--- src/rtl/sadc_pkg.sv ---
package sadc_pkg;

  typedef enum logic [2:0] {
    ST_IDLE,
    ST_SETUP,
    ST_LO,
    ST_HI,
    ST_WAIT
  } sadc_state_e;

  localparam int unsigned FRAME_BITS    = 8;
  localparam int unsigned ADDR_BITS     = 4;
  localparam int unsigned DATA_BITS     = 8;
  localparam int unsigned CONV_MAX_CYC  = 64;
  localparam int unsigned CS_HI_MIN_CYC = 3;
  localparam int unsigned CHAN_LIMIT    = 12;

  // System clocks adc_cs_n must stay high after the eighth falling edge:
  // the longer of the conversion time and the select-recognition time,
  // plus one converter clock of margin.
  function automatic int unsigned cs_wait_clks(int unsigned ratio);
    int unsigned cyc;
    cyc = CONV_MAX_CYC;
    if (CS_HI_MIN_CYC + 1 > cyc) cyc = CS_HI_MIN_CYC + 1;
    return (cyc + 1) * ratio;
  endfunction

  function automatic int unsigned max3(int unsigned a, int unsigned b, int unsigned c);
    int unsigned m;
    m = a;
    if (b > m) m = b;
    if (c > m) m = c;
    return m;
  endfunction

  function automatic logic chan_legal(logic [ADDR_BITS-1:0] ch);
    return 32'(ch) < CHAN_LIMIT;
  endfunction

endpackage

--- src/rtl/sadc_timer.sv ---
module sadc_timer #(
  parameter int unsigned W = 8
) (
  input  logic         clk,
  input  logic         rst_n,
  input  logic         load,
  input  logic [W-1:0] load_val,
  output logic         expire
);
  logic [W-1:0] cnt_q;

  always_ff @(posedge clk or negedge rst_n) begin
    if (!rst_n)              cnt_q <= '0;
    else if (load)           cnt_q <= load_val;
    else if (cnt_q != '0)    cnt_q <= cnt_q - 1'b1;
  end

  assign expire = (cnt_q == '0);
endmodule

--- src/rtl/sadc_shift.sv ---
module sadc_shift #(
  parameter int unsigned FRAME = 8,
  parameter int unsigned ABITS = 4
) (
  input  logic             clk,
  input  logic             rst_n,
  input  logic             load_tx,
  input  logic [ABITS-1:0] chan,
  input  logic             shift_tx,
  input  logic             sample_rx,
  input  logic             ser_in,
  output logic             ser_out,
  output logic [FRAME-1:0] rx_word
);
  localparam int unsigned PAD = FRAME - ABITS;

  logic [FRAME-1:0] tx_q;
  logic [FRAME-1:0] rx_q;

  always_ff @(posedge clk or negedge rst_n) begin
    if (!rst_n)         tx_q <= '0;
    else if (load_tx)   tx_q <= {chan, {PAD{1'b0}}};
    else if (shift_tx)  tx_q <= {tx_q[FRAME-2:0], 1'b0};
  end

  always_ff @(posedge clk or negedge rst_n) begin
    if (!rst_n)         rx_q <= '0;
    else if (sample_rx) rx_q <= {rx_q[FRAME-2:0], ser_in};
  end

  assign ser_out = tx_q[FRAME-1];
  assign rx_word = rx_q;
endmodule

--- src/rtl/sadc_seq.sv ---
module sadc_seq
  import sadc_pkg::*;
#(
  parameter int unsigned TMR_W      = 8,
  parameter int unsigned SCLK_HALF  = 8,
  parameter int unsigned SETUP_CLKS = 4,
  parameter int unsigned WAIT_CLKS  = 130
) (
  input  logic             clk,
  input  logic             rst_n,
  input  logic             start,
  input  logic             expire,
  output sadc_state_e      state,
  output logic             tmr_load,
  output logic [TMR_W-1:0] tmr_val,
  output logic             ev_rise,
  output logic             ev_fall,
  output logic             ev_last_fall
);
  localparam int unsigned BIT_W = $clog2(FRAME_BITS);
  localparam logic [BIT_W-1:0] LAST_BIT = BIT_W'(FRAME_BITS - 1);

  sadc_state_e    state_q, state_d;
  logic [BIT_W-1:0] bit_q;

  always_comb begin
    state_d      = state_q;
    tmr_load     = 1'b0;
    tmr_val      = '0;
    ev_rise      = 1'b0;
    ev_fall      = 1'b0;
    ev_last_fall = 1'b0;
    unique case (state_q)
      ST_IDLE: if (start) begin
        state_d  = ST_SETUP;
        tmr_load = 1'b1;
        tmr_val  = TMR_W'(SETUP_CLKS - 1);
      end
      ST_SETUP: if (expire) begin
        state_d  = ST_LO;
        tmr_load = 1'b1;
        tmr_val  = TMR_W'(SCLK_HALF - 1);
      end
      ST_LO: if (expire) begin
        state_d  = ST_HI;
        ev_rise  = 1'b1;
        tmr_load = 1'b1;
        tmr_val  = TMR_W'(SCLK_HALF - 1);
      end
      ST_HI: if (expire) begin
        ev_fall  = 1'b1;
        tmr_load = 1'b1;
        if (bit_q == LAST_BIT) begin
          ev_last_fall = 1'b1;
          state_d      = ST_WAIT;
          tmr_val      = TMR_W'(WAIT_CLKS - 1);
        end else begin
          state_d = ST_LO;
          tmr_val = TMR_W'(SCLK_HALF - 1);
        end
      end
      ST_WAIT: if (expire) state_d = ST_IDLE;
      default: state_d = ST_IDLE;
    endcase
  end

  always_ff @(posedge clk or negedge rst_n) begin
    if (!rst_n) begin
      state_q <= ST_IDLE;
      bit_q   <= '0;
    end else begin
      state_q <= state_d;
      if (start && state_q == ST_IDLE) bit_q <= '0;
      else if (ev_fall)                bit_q <= bit_q + 1'b1;
    end
  end

  assign state = state_q;
endmodule

--- src/rtl/sadc_host.sv ---
module sadc_host
  import sadc_pkg::*;
#(
  parameter int unsigned SCLK_HALF  = 8,
  parameter int unsigned SETUP_CLKS = 4,
  parameter int unsigned CONV_RATIO = 24
) (
  input  logic                 clk,
  input  logic                 rst_n,
  input  logic                 req_valid,
  input  logic [ADDR_BITS-1:0] req_chan,
  output logic                 req_ready,
  output logic                 req_reject,
  output logic                 rsp_valid,
  output logic [ADDR_BITS-1:0] rsp_chan,
  output logic [DATA_BITS-1:0] rsp_data,
  output logic                 busy,
  output logic                 adc_cs_n,
  output logic                 adc_sclk,
  output logic                 adc_din,
  input  logic                 adc_dout
);
  localparam int unsigned WAIT_CLKS = cs_wait_clks(CONV_RATIO);
  localparam int unsigned TMR_MAX   = max3(WAIT_CLKS, SETUP_CLKS, SCLK_HALF);
  localparam int unsigned TMR_W     = $clog2(TMR_MAX + 1);

  // Named internal events, visible to the bound checker
  sadc_state_e          state;
  logic                 ev_take, ev_accept, ev_reject;
  logic                 ev_rise, ev_fall, ev_last_fall;
  logic                 tmr_load, tmr_expire;
  logic [TMR_W-1:0]     tmr_val;
  logic [FRAME_BITS-1:0] rx_word;

  logic [ADDR_BITS-1:0] cur_chan_q, prev_chan_q;
  logic                 prev_ok_q;
  logic                 rsp_valid_q, reject_q;
  logic [ADDR_BITS-1:0] rsp_chan_q;
  logic [DATA_BITS-1:0] rsp_data_q;

  assign req_ready = (state == ST_IDLE);
  assign ev_take   = req_valid && req_ready;
  assign ev_accept = ev_take && chan_legal(req_chan);
  assign ev_reject = ev_take && !chan_legal(req_chan);

  sadc_seq #(
    .TMR_W      (TMR_W),
    .SCLK_HALF  (SCLK_HALF),
    .SETUP_CLKS (SETUP_CLKS),
    .WAIT_CLKS  (WAIT_CLKS)
  ) u_seq (
    .clk          (clk),
    .rst_n        (rst_n),
    .start        (ev_accept),
    .expire       (tmr_expire),
    .state        (state),
    .tmr_load     (tmr_load),
    .tmr_val      (tmr_val),
    .ev_rise      (ev_rise),
    .ev_fall      (ev_fall),
    .ev_last_fall (ev_last_fall)
  );

  sadc_timer #(.W(TMR_W)) u_timer (
    .clk      (clk),
    .rst_n    (rst_n),
    .load     (tmr_load),
    .load_val (tmr_val),
    .expire   (tmr_expire)
  );

  sadc_shift #(.FRAME(FRAME_BITS), .ABITS(ADDR_BITS)) u_shift (
    .clk       (clk),
    .rst_n     (rst_n),
    .load_tx   (ev_accept),
    .chan      (req_chan),
    .shift_tx  (ev_fall),
    .sample_rx (ev_rise),
    .ser_in    (adc_dout),
    .ser_out   (adc_din),
    .rx_word   (rx_word)
  );

  // Result tagging: the word read now belongs to the previous request
  always_ff @(posedge clk or negedge rst_n) begin
    if (!rst_n) begin
      cur_chan_q  <= '0;
      prev_chan_q <= '0;
      prev_ok_q   <= 1'b0;
      rsp_valid_q <= 1'b0;
      rsp_chan_q  <= '0;
      rsp_data_q  <= '0;
      reject_q    <= 1'b0;
    end else begin
      reject_q    <= ev_reject;
      rsp_valid_q <= 1'b0;
      if (ev_accept) cur_chan_q <= req_chan;
      if (ev_last_fall) begin
        rsp_valid_q <= prev_ok_q;
        rsp_chan_q  <= prev_chan_q;
        rsp_data_q  <= rx_word[DATA_BITS-1:0];
        prev_chan_q <= cur_chan_q;
        prev_ok_q   <= 1'b1;
      end
    end
  end

  assign req_reject = reject_q;
  assign rsp_valid  = rsp_valid_q;
  assign rsp_chan   = rsp_chan_q;
  assign rsp_data   = rsp_data_q;
  assign busy       = (state != ST_IDLE);
  assign adc_cs_n   = (state == ST_IDLE) || (state == ST_WAIT);
  assign adc_sclk   = (state == ST_HI);
endmodule

--- config.mk ---
export PLATFORM = sky130hd
export DESIGN_NAME = sadc_host
export DESIGN_NICKNAME = d
export VERILOG_FILES = /design/src/rtl/sadc_pkg.sv /design/src/rtl/sadc_timer.sv /design/src/rtl/sadc_shift.sv /design/src/rtl/sadc_seq.sv /design/src/rtl/sadc_host.sv
export SDC_FILE = /design/constraint.sdc
export NUM_CORES = 1
export LEC_CHECK = 0
export BUFFER_PORTS_ARGS = -buffer_cell sky130_fd_sc_hd__buf_2
export CAP_MARGIN = 5
export CORE_ASPECT_RATIO = 0.8
export CORE_UTILIZATION = 40
export DETAILED_ROUTE_END_ITERATION = 7
export GPL_ROUTABILITY_DRIVEN = 0
export HOLD_SLACK_MARGIN = 0.15
export PLACE_DENSITY = 0.56
export SKIP_LAST_GASP = 1
export SYNTH_ARGS = -nofsm -noshare
export SYNTH_HDL_FRONTEND = slang
export SYNTH_SLANG_ARGS = --single-unit
--- constraint.sdc ---
create_clock -name clk -period 2 [get_ports clk]
set_clock_uncertainty 0.05 [all_clocks]
set_input_delay 0.2 -clock clk [delete_from_list [all_inputs] [get_ports clk]]
set_output_delay 0.2 -clock clk [all_outputs]
set_load 0.02 [all_outputs]
---- Word-level counts from Yosys, hierarchy flattened ----
Index checks and enable logic that the tools add are counted.
storage, ports and cells
  register bits after elaboration ......... 56
  latch bits .............................. 0
  RAM bits ................................ 0
  ROM bits ................................ 0
  memories kept ........................... 0
operators by class
  add/subtract/negate cells ............... 2
  multipliers ............................. 0
  divide/modulo/power cells ............... 0
  order comparisons ....................... 1
  eq/ne operators ......................... 10
  shift operators ......................... 0
  muxes and demuxes ....................... 27
  bitwise logic cells ..................... 0
  reductions and logical operators ........ 16
operators with widths
  kind                                                   count
  2-to-1 mux 11 bit                                      4
  case mux 11 bit (3 select lines)                       1
  2-to-1 mux 3 bit                                       9
  2-to-1 mux 8 bit                                       2
  case mux 3 bit (5 select lines)                        1
  zero test 11 bit                                       1
  nonzero test 11 bit                                    1
  subtractor 11 x 1 -> 11 bit, second input constant     1
  2-to-1 mux 1 bit                                       8
  == test 3 x 2 -> 1 bit, second input constant          2
  == test 3 bit, second input constant                   2
  inequality test 2 bit, second input constant           3
  nonzero test 2 bit                                     3
  AND reduction 5 bit                                    1
  logical AND 1 bit                                      4
  less-than comparator 4 bit, second input constant      1
  inequality test 2 x 1 -> 1 bit, second input constant  2
  adder 3 x 1 -> 3 bit, second input constant            1
  == test 3 x 1 -> 1 bit, second input constant          1
  zero test 3 bit                                        1
  nonzero test 3 bit                                     1
  OR reduction 3 bit                                     1
  2-to-1 mux 2 bit                                       1
  case mux 1 bit (2 select lines)                        1
  3 further kinds                                        3

---- Depth between registers and ports, before layout ----
Gate-level depths: netlist of run 1.
  word-level depth ........................ 6
  mapped depth ............................ 8
  depth with buffers taken out ............ 6

---- Hierarchy ----
Synthesis of run 1 repeated with hierarchy kept, for this count alone.
unflattened totals
  cell total of the unflattened synthesis .. 197
  area total of the unflattened synthesis .. 2438.6 um^2
modules (own cells, without submodules)
  module      instances  cells each  area each (um^2)  sequential area each (um^2)
  sadc_host   1          59          902.1             575.6
  sadc_timer  1          63          626.9             275.3
  sadc_shift  1          32          500.5             300.3
  sadc_seq    1          43          409.1             150.1

---- Worst setup path after synthesis of run 1 ----
Ideal clock, no wire load.
  path type ............................... register to register
  start ................................... register u_timer.cnt_q[0]
  end ..................................... register u_shift.rx_q[0] (netlist: u_shift.rx_word[0])
  arrival time ............................ 1.657 ns
  data required time ...................... 1.825 ns
  setup slack ............................. 0.168 ns
  stages on the path, launching flop included .. 8
  path buffers ............................ 1
  path through ............................ dfrtp_1 inv_1 ha_1 nor4b_4 and3_1 buf_4 nand3_4 mux2_2
between the ends
  word-level cells in the longest chain between the ends .. 3
ends and longest elaborated chain
  element                 line              text
  from (decl)             sadc_timer.sv:10  logic [W-1:0] cnt_q;
  from (signal assigned)  sadc_timer.sv:14  else if (load) cnt_q <= load_val;
  from (signal assigned)  sadc_timer.sv:15  else if (cnt_q != '0) cnt_q <= cnt_q - 1'b1;
  zero test 11 bit        sadc_timer.sv:18  assign expire = (cnt_q == '0);
  2-to-1 mux 1 bit        sadc_seq.sv:44    ST_LO: if (expire) begin
  2-to-1 mux 1 bit        sadc_seq.sv:33    unique case (state_q)
  to (signal assigned)    sadc_shift.sv:28  else if (sample_rx) rx_q <= {rx_q[FRAME-2:0], ser_in};
  to (decl)               sadc_shift.sv:18  logic [FRAME-1:0] rx_q;
No other way between the ends.
A chain may end at the register's enable or synchronous reset.

---- Final worst setup path of run 1 ----
  start ................................... register u_timer.cnt_q[3]
  end ..................................... register u_timer.cnt_q[9]
between the ends
  word-level cells in the longest chain between the ends .. 4
  elaborated cells on any way between the ends .. 10
  classes of those cells .................. add/sub: 1; mux: 6; reduce/logical: 3
ends and longest elaborated chain
  element
  parallel branches: the longest is 4 deep, another holds subtractor 11 x 1 -> 11 bit
Parallel ways; which one is timed is not known. The select of a mux whose other input is x is not followed.

==> run metrics, run 1 <==
post-synth top area cell=dfrtp_1; Ports=27; CP required=between 2000 and 2500 ps; post-synthesis adder-cell area fraction=0.02183; Ys Warns=0; chip width=approximately 87 um; setup bufs post-CTS=0; Tot Pwr=0.001737 W; initial antenna violation count=0; TritonRoute pass-1 iters=4; Residual DRC=0; final worst-path cycle share=0.9216; Setup crit start kind=flop; Util after Layout=0.5089; Synth Area in XOR/XNOR=0.01146; number of global-route vias before repair=~1,500; global-route wire length before repair=7534 um; setup TNS=0 ps; antenna viol nets, final=0; RSZ-0062 raised after global routing=false; Setup Crit Path Kind=flop to flop; via count=1,580; hold_ws=between 200 and 300 ps; largest net degree at the start of global routing=26; peak supply drop=approximately 0.33 mV; Worst slew margin=0.7224; fillers=around 500; Final setup viols=0; n_diodes=0; CTS tree=done; CTS clock-pin slew for the worst setup and hold paths=about 90 ps; P per Cell Area=slightly above 600 mW/mm^2; EDFF count, synth=0; fmax=542.6 MHz; Mapped Area=between 0.002 and 0.0025 mm^2; Worst EP arrival=approximately 2000 ps; Worst-Skew Late Latency=310 ps; largest family of logic cells by synthesized area=simple AND/OR/NAND/NOR gates; Synth-to-Final Area Change=22.00%; largest buffer count on any clock path=2; Sink Count=52; Primary FF master, synth=dfrtp_1; status=complete, no violations; final hold vios=0; Die Y=between 60 and 70 um; Syn Nets=just over 200; Seq/Total Area, Yosys=0.5677; die area=roughly 0.0060 mm^2; dpl ws=roughly 100 ps; Min-Delay Path Class=input pin to async pin; H-Tree Depth=2; layout cells sized above 1=0.3469; mux share of post-synthesis cell area=0.1310; final worst slack=between 150 and 200 ps; placeable core area=between 0.005 and 0.006 mm^2; post-detail-place hpwl=3168 um; nets=about 260; Synth top area share=0.5677; Iteration-0 DRC Markers=44; Overall Global Routing Usage=0.1634; Initial Util=0.4171; row cnt=24; routed len/inst=13.65 um; Num CTS Buffers=5; Synth Area in Simple Gates=0.1823; count of unique library cells instantiated by Yosys=38; measured slew at the worst slew-check pin=about 410 ps; top cells by area, synth=dfrtp_1 (57%), mux2_2 (12%), nand2_1 (3.8%); Syn Inst Count=around 200; synthesized area per cell=roughly 12 um^2; drt total wl=4408 um; Slew Viols, Final=0; root buf cell=clkbuf_8; CP Max Fanout=6; ys async rst share=1.000; compound-gate portion of the synthesized area=0.05731; Worst setup EP type=flop; min cycle time layout=~1800 ps; I/O Buffers=26; leakage power total=roughly 1.4 nW; register bit total from synthesis=52; Max-Cap Viols=0; gr ovfl total=0; vias per cell=a little under 5
## metal layers
metal | global-route usage | vias to the layer above | part of all wire
li1 | - | 786 | -
met1 | 0.2553 | 769 | 0.55
met2 | 0.2240 | 21 | 0.41
met3 | 0.03571 | 4 | 0.027
met4 | 0.05000 | 0 | 0.011
met5 | 0 | - | 0
## logic make-up (layout without fill, tap and decap cells)
kind of cell / Yosys count / count (layout)
xor+xnor: 3 / 3
simple gates: 75 / 75
fa+ha+maj: 4 / 4
mux: 27 / 27
flops: 52 / 52
compound gates: 21 / 21
buf+inv: 13 / 63
## flip-flops by register name (all words and copies together), names as in the netlist
signal,count
prev_chan_q,4
rsp_data,8
prev_ok_q,1
u_shift.tx_q,4
rsp_chan,4
cur_chan_q,4
u_timer.cnt_q,11
req_reject,1
u_seq.state,3
u_seq.bit_q,3
rsp_valid,1
u_shift.rx_word,8
## where the power goes
part	switching (W)	internal, W	leakage (nW)	total [W]
registers	0.000000771	0.00105	0.657	0.00105
logic	0.0000271	0.0000202	0.685	0.0000473
clock network	0.000353	0.000284	0.0516	0.000637
total	0.000381	0.00136	1.39	0.00174
## Yosys cell counts (all sizes together) (3+ instances only)
library cell,number
a21oi,5
buf,4
clkbuf,5
dfrtp,52
ha,4
inv,4
mux2,24
mux2i,3
nand2,23
nand3,17
nor2,12
nor3,4
o21ai,5
o31ai,4
xnor2,3
## metrics by stage
step | instance area, um^2 | cells
2_1_floorplan | 2292 | 195
3_3_place_gp | 2618 | 308
3_5_place_dp | 2618 | 308
4_1_cts | 2784 | 323
5_1_grt | 2796 | 323
6_report | 2796 | 323
## worst max-delay path: stages, from the launching register on
cell	delay [ps]
dfrtp_1	470
or4_1	650
nor3b_1	270
mux2i_1	210
o21ai_0	90
## layout make-up
class | count | area, um^2 | area share
inverters | 4 | 15.01 | 0.005369
clock buffers | 6 | 82.58 | 0.02953
multi-input cells | 130 | 938.4 | 0.3356
repair buffers | 51 | 347.8 | 0.1244
clock inverters | 2 | 13.76 | 0.004922
flip-flops and latches | 52 | 1301 | 0.4653
well taps | 78 | 97.59 | 0.03490
## layout by cell type, fill, tap and decap left out, types with 3 or more instances in the layout
| master | instances |
|---|---|
| a21oi_1 | 5 |
| buf_2 | 26 |
| buf_4 | 17 |
| clkbuf_8 | 6 |
| dfrtp_1 | 52 |
| dlygate4sd3_1 | 7 |
| ha_1 | 4 |
| inv_1 | 3 |
| mux2_2 | 24 |
| mux2i_1 | 3 |
| nand2_1 | 23 |
| nand3_1 | 15 |
| nor2_1 | 12 |
| nor3_1 | 4 |
| o21ai_0 | 5 |
| o31ai_1 | 4 |
| xnor2_1 | 3 |
## path summary, 6_finish.rpt
path,start,end,slack (ps),cells past startpoint
min in group clk,prev_ok_q$_DFFE_PN0P_,prev_ok_q$_DFFE_PN0P_,420,1
max in group asynchronous,rst_n,u_shift.rx_word[3]$_DFFE_PN0P_,1080,3
worst min-delay path,rst_n,u_timer.cnt_q[6]$_DFFE_PN0P_,300,2
worst min register to register,prev_ok_q$_DFFE_PN0P_,prev_ok_q$_DFFE_PN0P_,420,1
worst max-delay path,u_timer.cnt_q[3]$_DFFE_PN0P_,u_timer.cnt_q[9]$_DFFE_PN0P_,160,4
worst max register to register,u_timer.cnt_q[3]$_DFFE_PN0P_,u_timer.cnt_q[9]$_DFFE_PN0P_,160,4
## repair_timing
action                                  in CTS  in global routing
endpoints found under the setup margin       0                 34
hold buffers                                 7                  0
resized for setup                            0                  4
endpoints found under the hold margin       57                  0
Power figures use the tool's default switching activity.
==> inputs of run 2 (changes only) <==
--- a/config.mk
+++ b/config.mk
@@ -5,14 +5,15 @@
 export SDC_FILE = /design/constraint.sdc
 export NUM_CORES = 1
 export LEC_CHECK = 0
+export ABC_AREA = 1
 export BUFFER_PORTS_ARGS = -buffer_cell sky130_fd_sc_hd__buf_2
 export CAP_MARGIN = 5
 export CORE_ASPECT_RATIO = 0.8
-export CORE_UTILIZATION = 40
+export CORE_UTILIZATION = 58
 export DETAILED_ROUTE_END_ITERATION = 7
 export GPL_ROUTABILITY_DRIVEN = 0
 export HOLD_SLACK_MARGIN = 0.15
-export PLACE_DENSITY = 0.56
+export PLACE_DENSITY = 0.77
 export SKIP_LAST_GASP = 1
 export SYNTH_ARGS = -nofsm -noshare
 export SYNTH_HDL_FRONTEND = slang
==> run 2 against run 1 <==
Effect of this change:
- count of clock-buffer cells in the layout grew 1
- register-to-register slack improved by 60 ps
- non-clock buffer count fell by 16
- area after synthesis increased by 8.1%
- cell area grew 0.90%
- clock power is 4.6% lower
- combinational power rose to 26 times the previous value
- highest routed layer unchanged
==> run metrics, run 2 <==
top-count cell post-synth=nand2_1 (was dfrtp_1); H-Tree Depth=2 (unchanged); routed len/inst=12.39 um (was 13.65 um); Worst EP arrival=1930 ps (was 1980 ps); Layout Cells excl Fill=389 (was 323); via count=1,977 (was 1,580); Synth top area share=0.5250 (was 0.5677); root buf cell=clkbuf_8 (unchanged); Num CTS Buffers=5 (unchanged); Worst setup EP type=flop (unchanged); Slowest-stage cell, CP=dfrtp_1 (was or4_1); commonest non-fill, non-tap cell in the layout=nand2_1 (was dfrtp_1); top cells by area, synth=dfrtp_1 (52%), nand2_1 (16%), inv_1 (5.1%) (was dfrtp_1 (57%), mux2_2 (12%), nand2_1 (3.8%)); sequential cell area=0.001301 mm^2 (unchanged); Sink Count=52 (unchanged); Initial Util=0.6269 (was 0.4171); leakage power total=1.532 nW (was 1.394 nW); Setup crit start kind=flop (unchanged); die area=0.004541 mm^2 (was 0.006039 mm^2); register bit total from synthesis=52 (unchanged); Min-Delay Path Class=flop to flop (was input pin to async pin); Synth-to-Final Area Change=13.83% (was 22.00%); multi-input logic area=996.0 um^2 (was 938.4 um^2); setup slack, reg-to-reg=210 ps (was 160 ps); antenna viol nets, final=0 (unchanged); measured slew at the worst slew-check pin=632.8 ps (was 412.6 ps); Ports=27 (unchanged); Int Pwr=0.001952 W (was 0.001355 W); CP Max Fanout=15 (was 6); Cells after DPL=373 (was 308); layout cells sized above 1=0.1766 (was 0.3469); P_sw=0.001347 W (was 0.0003812 W); nets=345 (was 256); CTS tree=done (unchanged); chip width=75.09 um (was 86.64 um); Largest register FFs=11 (unchanged); final hold vios=0 (unchanged); setup bufs post-CTS=0 (unchanged); CP peak stage delay=380 ps (was 650 ps); EDFF count, synth=0 (unchanged); final worst-path cycle share=0.8934 (was 0.9216); Reg power frac=0.440 (was 0.606); Die Y=60.47 um (was 69.71 um); combinational share of power=0.376 (was 0.027); Util after Layout=0.7136 (was 0.5089); largest buffer count on any clock path=2 (unchanged); placeable core area=0.003954 mm^2 (was 0.005495 mm^2); P per Cell Area=1169 mW/mm^2 (was 621.0 mW/mm^2); Final setup viols=0 (unchanged); RSZ-0062 raised after global routing=false (unchanged); row cnt=20 (was 24); vias per cell=5.082 (was 4.892); n_diodes=0 (unchanged); Overall Global Routing Usage=0.2322 (was 0.1634); gr ovfl total=0 (unchanged); number of global-route vias before repair=1,749 (was 1,529); CTS clock-pin slew for the worst setup and hold paths=90 ps (about the same); Setup Crit Path Kind=flop to flop (unchanged); setup TNS=0 ps (unchanged); Primary FF master, synth=dfrtp_1 (unchanged); Slew Viols, Final=0 (unchanged); peak supply drop=0.7403 mV (was 0.3285 mV); CP required=2150 ps (was 2140 ps); Worst-Skew Late Latency=300 ps (was 310 ps); Mapped Area=0.002479 mm^2 (was 0.002292 mm^2); Seq/Total Area, Yosys=0.5250 (was 0.5677); ys async rst share=1.000 (unchanged); global-route wire length before repair=7748 um (was 7534 um); min cycle time layout=1787 ps (was 1843 ps); Residual DRC=0 (unchanged); Worst slew margin=0.5781 (was 0.7224); post-detail-place hpwl=3218 um (was 3168 um); Syn Inst Count=295 (was 195); largest net degree at the start of global routing=53 (was 26); Syn Nets=307 (was 207); Iteration-0 DRC Markers=147 (was 44); initial antenna violation count=0 (unchanged); Net Sw Frac=0.4084 (was 0.2195); Ys Warns=0 (unchanged); crit-path cells=inv_1, ha_1, nand3_2, nor2_4, nand3_2, nand2_1, nand2_1 (was or4_1, nor3b_1, mux2i_1, o21ai_0); Max-Cap Viols=0 (unchanged); I/O Buffers=26 (unchanged); fillers=354 (was 504); Biggest register=u_timer.cnt_q (unchanged); fmax=559.7 MHz (was 542.6 MHz); most frequent cells in the layout=nand2_1 (108), dfrtp_1 (52), inv_1 (34), buf_2 (26) (was dfrtp_1 (52), buf_2 (26), mux2_2 (24), nand2_1 (23), buf_4 (17)); synthesized area per cell=8.402 um^2 (was 11.75 um^2); Clk network pwr share=0.184 (was 0.367); Synth top cells by count=nand2_1 (108), dfrtp_1 (52), inv_1 (34) (was dfrtp_1 (52), mux2_2 (24), nand2_1 (23)); post-synth top area cell=dfrtp_1 (unchanged); count of unique library cells instantiated by Yosys=25 (was 38); drt total wl=4820 um (was 4408 um); TritonRoute pass-1 iters=4 (unchanged); status=complete, no violations (unchanged)
## run 2: changes by cell type after synthesis, sizes merged, moves of 4 or more
cell / delta
nand3: +8
nand2: +87
inv: +32
clkbuf: -5
a21oi: -5
o31ai: -4
nor2: +13
mux2: -24
o21ai: +19
## run 2: area by class of cell
class                           count  share of cell area
Sequential cell                    52              0.4612
Clock inverter                      1            0.002661
Tap cell                           55             0.02439
Timing Repair Buffer               35             0.07627
Multi-Input combinational cell    202              0.3530
Inverter                           37             0.05188
Clock buffer                        7             0.03060
## run 2: critical path, delay by kind of cell (launching register included)
family | cells | cell delay, ps
and+or+nand+nor | 5 | 940
DFF | 1 | 380
adders and majority gates | 1 | 220
buffers and inverters | 1 | 110
## run 2: path summary, 6_finish.rpt
check,startpoint,endpoint,cells after the start
worst max-delay path,u_timer.cnt_q[0]$_DFFE_PN0P_,rsp_chan[1]$_DFFE_PN0P_,7
worst min-delay path,prev_ok_q$_DFFE_PN0P_,prev_ok_q$_DFFE_PN0P_,2
worst max register to register,u_timer.cnt_q[0]$_DFFE_PN0P_,rsp_chan[1]$_DFFE_PN0P_,7
worst min register to register,prev_ok_q$_DFFE_PN0P_,prev_ok_q$_DFFE_PN0P_,2
max in group asynchronous,rst_n,u_seq.bit_q[2]$_DFFE_PN0P_,3
min in group asynchronous,rst_n,u_timer.cnt_q[7]$_DFFE_PN0P_,3
## run 2: layer usage
layer / global-route usage / vias up / wire length [um]
li1: - / 997 / -
met1: 0.3152 / 935 / 2372
met2: 0.3758 / 38 / 2246
met3: 0.04983 / 7 / 144
met4: 0.07817 / 0 / 56
met5: 0 / - / 0
## run 2: logic make-up after synthesis
| family | share of synthesized area |
|---|---|
| buf+inv | 0.07925 |
| xor+xnor | 0.007068 |
| fa+ha+maj | 0.02019 |
| compound gates | 0.06613 |
| flops | 0.5250 |
| simple gates | 0.3024 |
## run 2: through the flow
step | power, W | cell area (um^2) | worst slack [ps] | hold WS (ps)
floorplan | 0.002368 | 2479 | 452.7 | -145.6
global placement | 0.002607 | 2643 | 276.8 | 297.8
detailed placement | 0.002659 | 2643 | 228.2 | 294.4
CTS | 0.003285 | 2806 | 214.1 | 412.9
global route | 0.003565 | 2821 | 1.826 | 453.0
finish | 0.003299 | 2821 | 213.2 | 408.6
## run 2: what timing repair did
item | 4_1_cts | 5_1_grt
hold endpoints to repair | 59 | 0
hold buffers | 7 | 0
gates resized for setup | 0 | 1
endpoints found under the setup margin | 0 | 7
## run 2: power by group through the flow
stage	clock network, W	logic (W)	registers, W
floorplan	0	0.000936	0.00143
global placement	0	0.00115	0.00146
detailed placement	0	0.00120	0.00146
CTS	0.000621	0.00122	0.00145
global route	0.000669	0.00141	0.00148
finish	0.000608	0.00124	0.00145
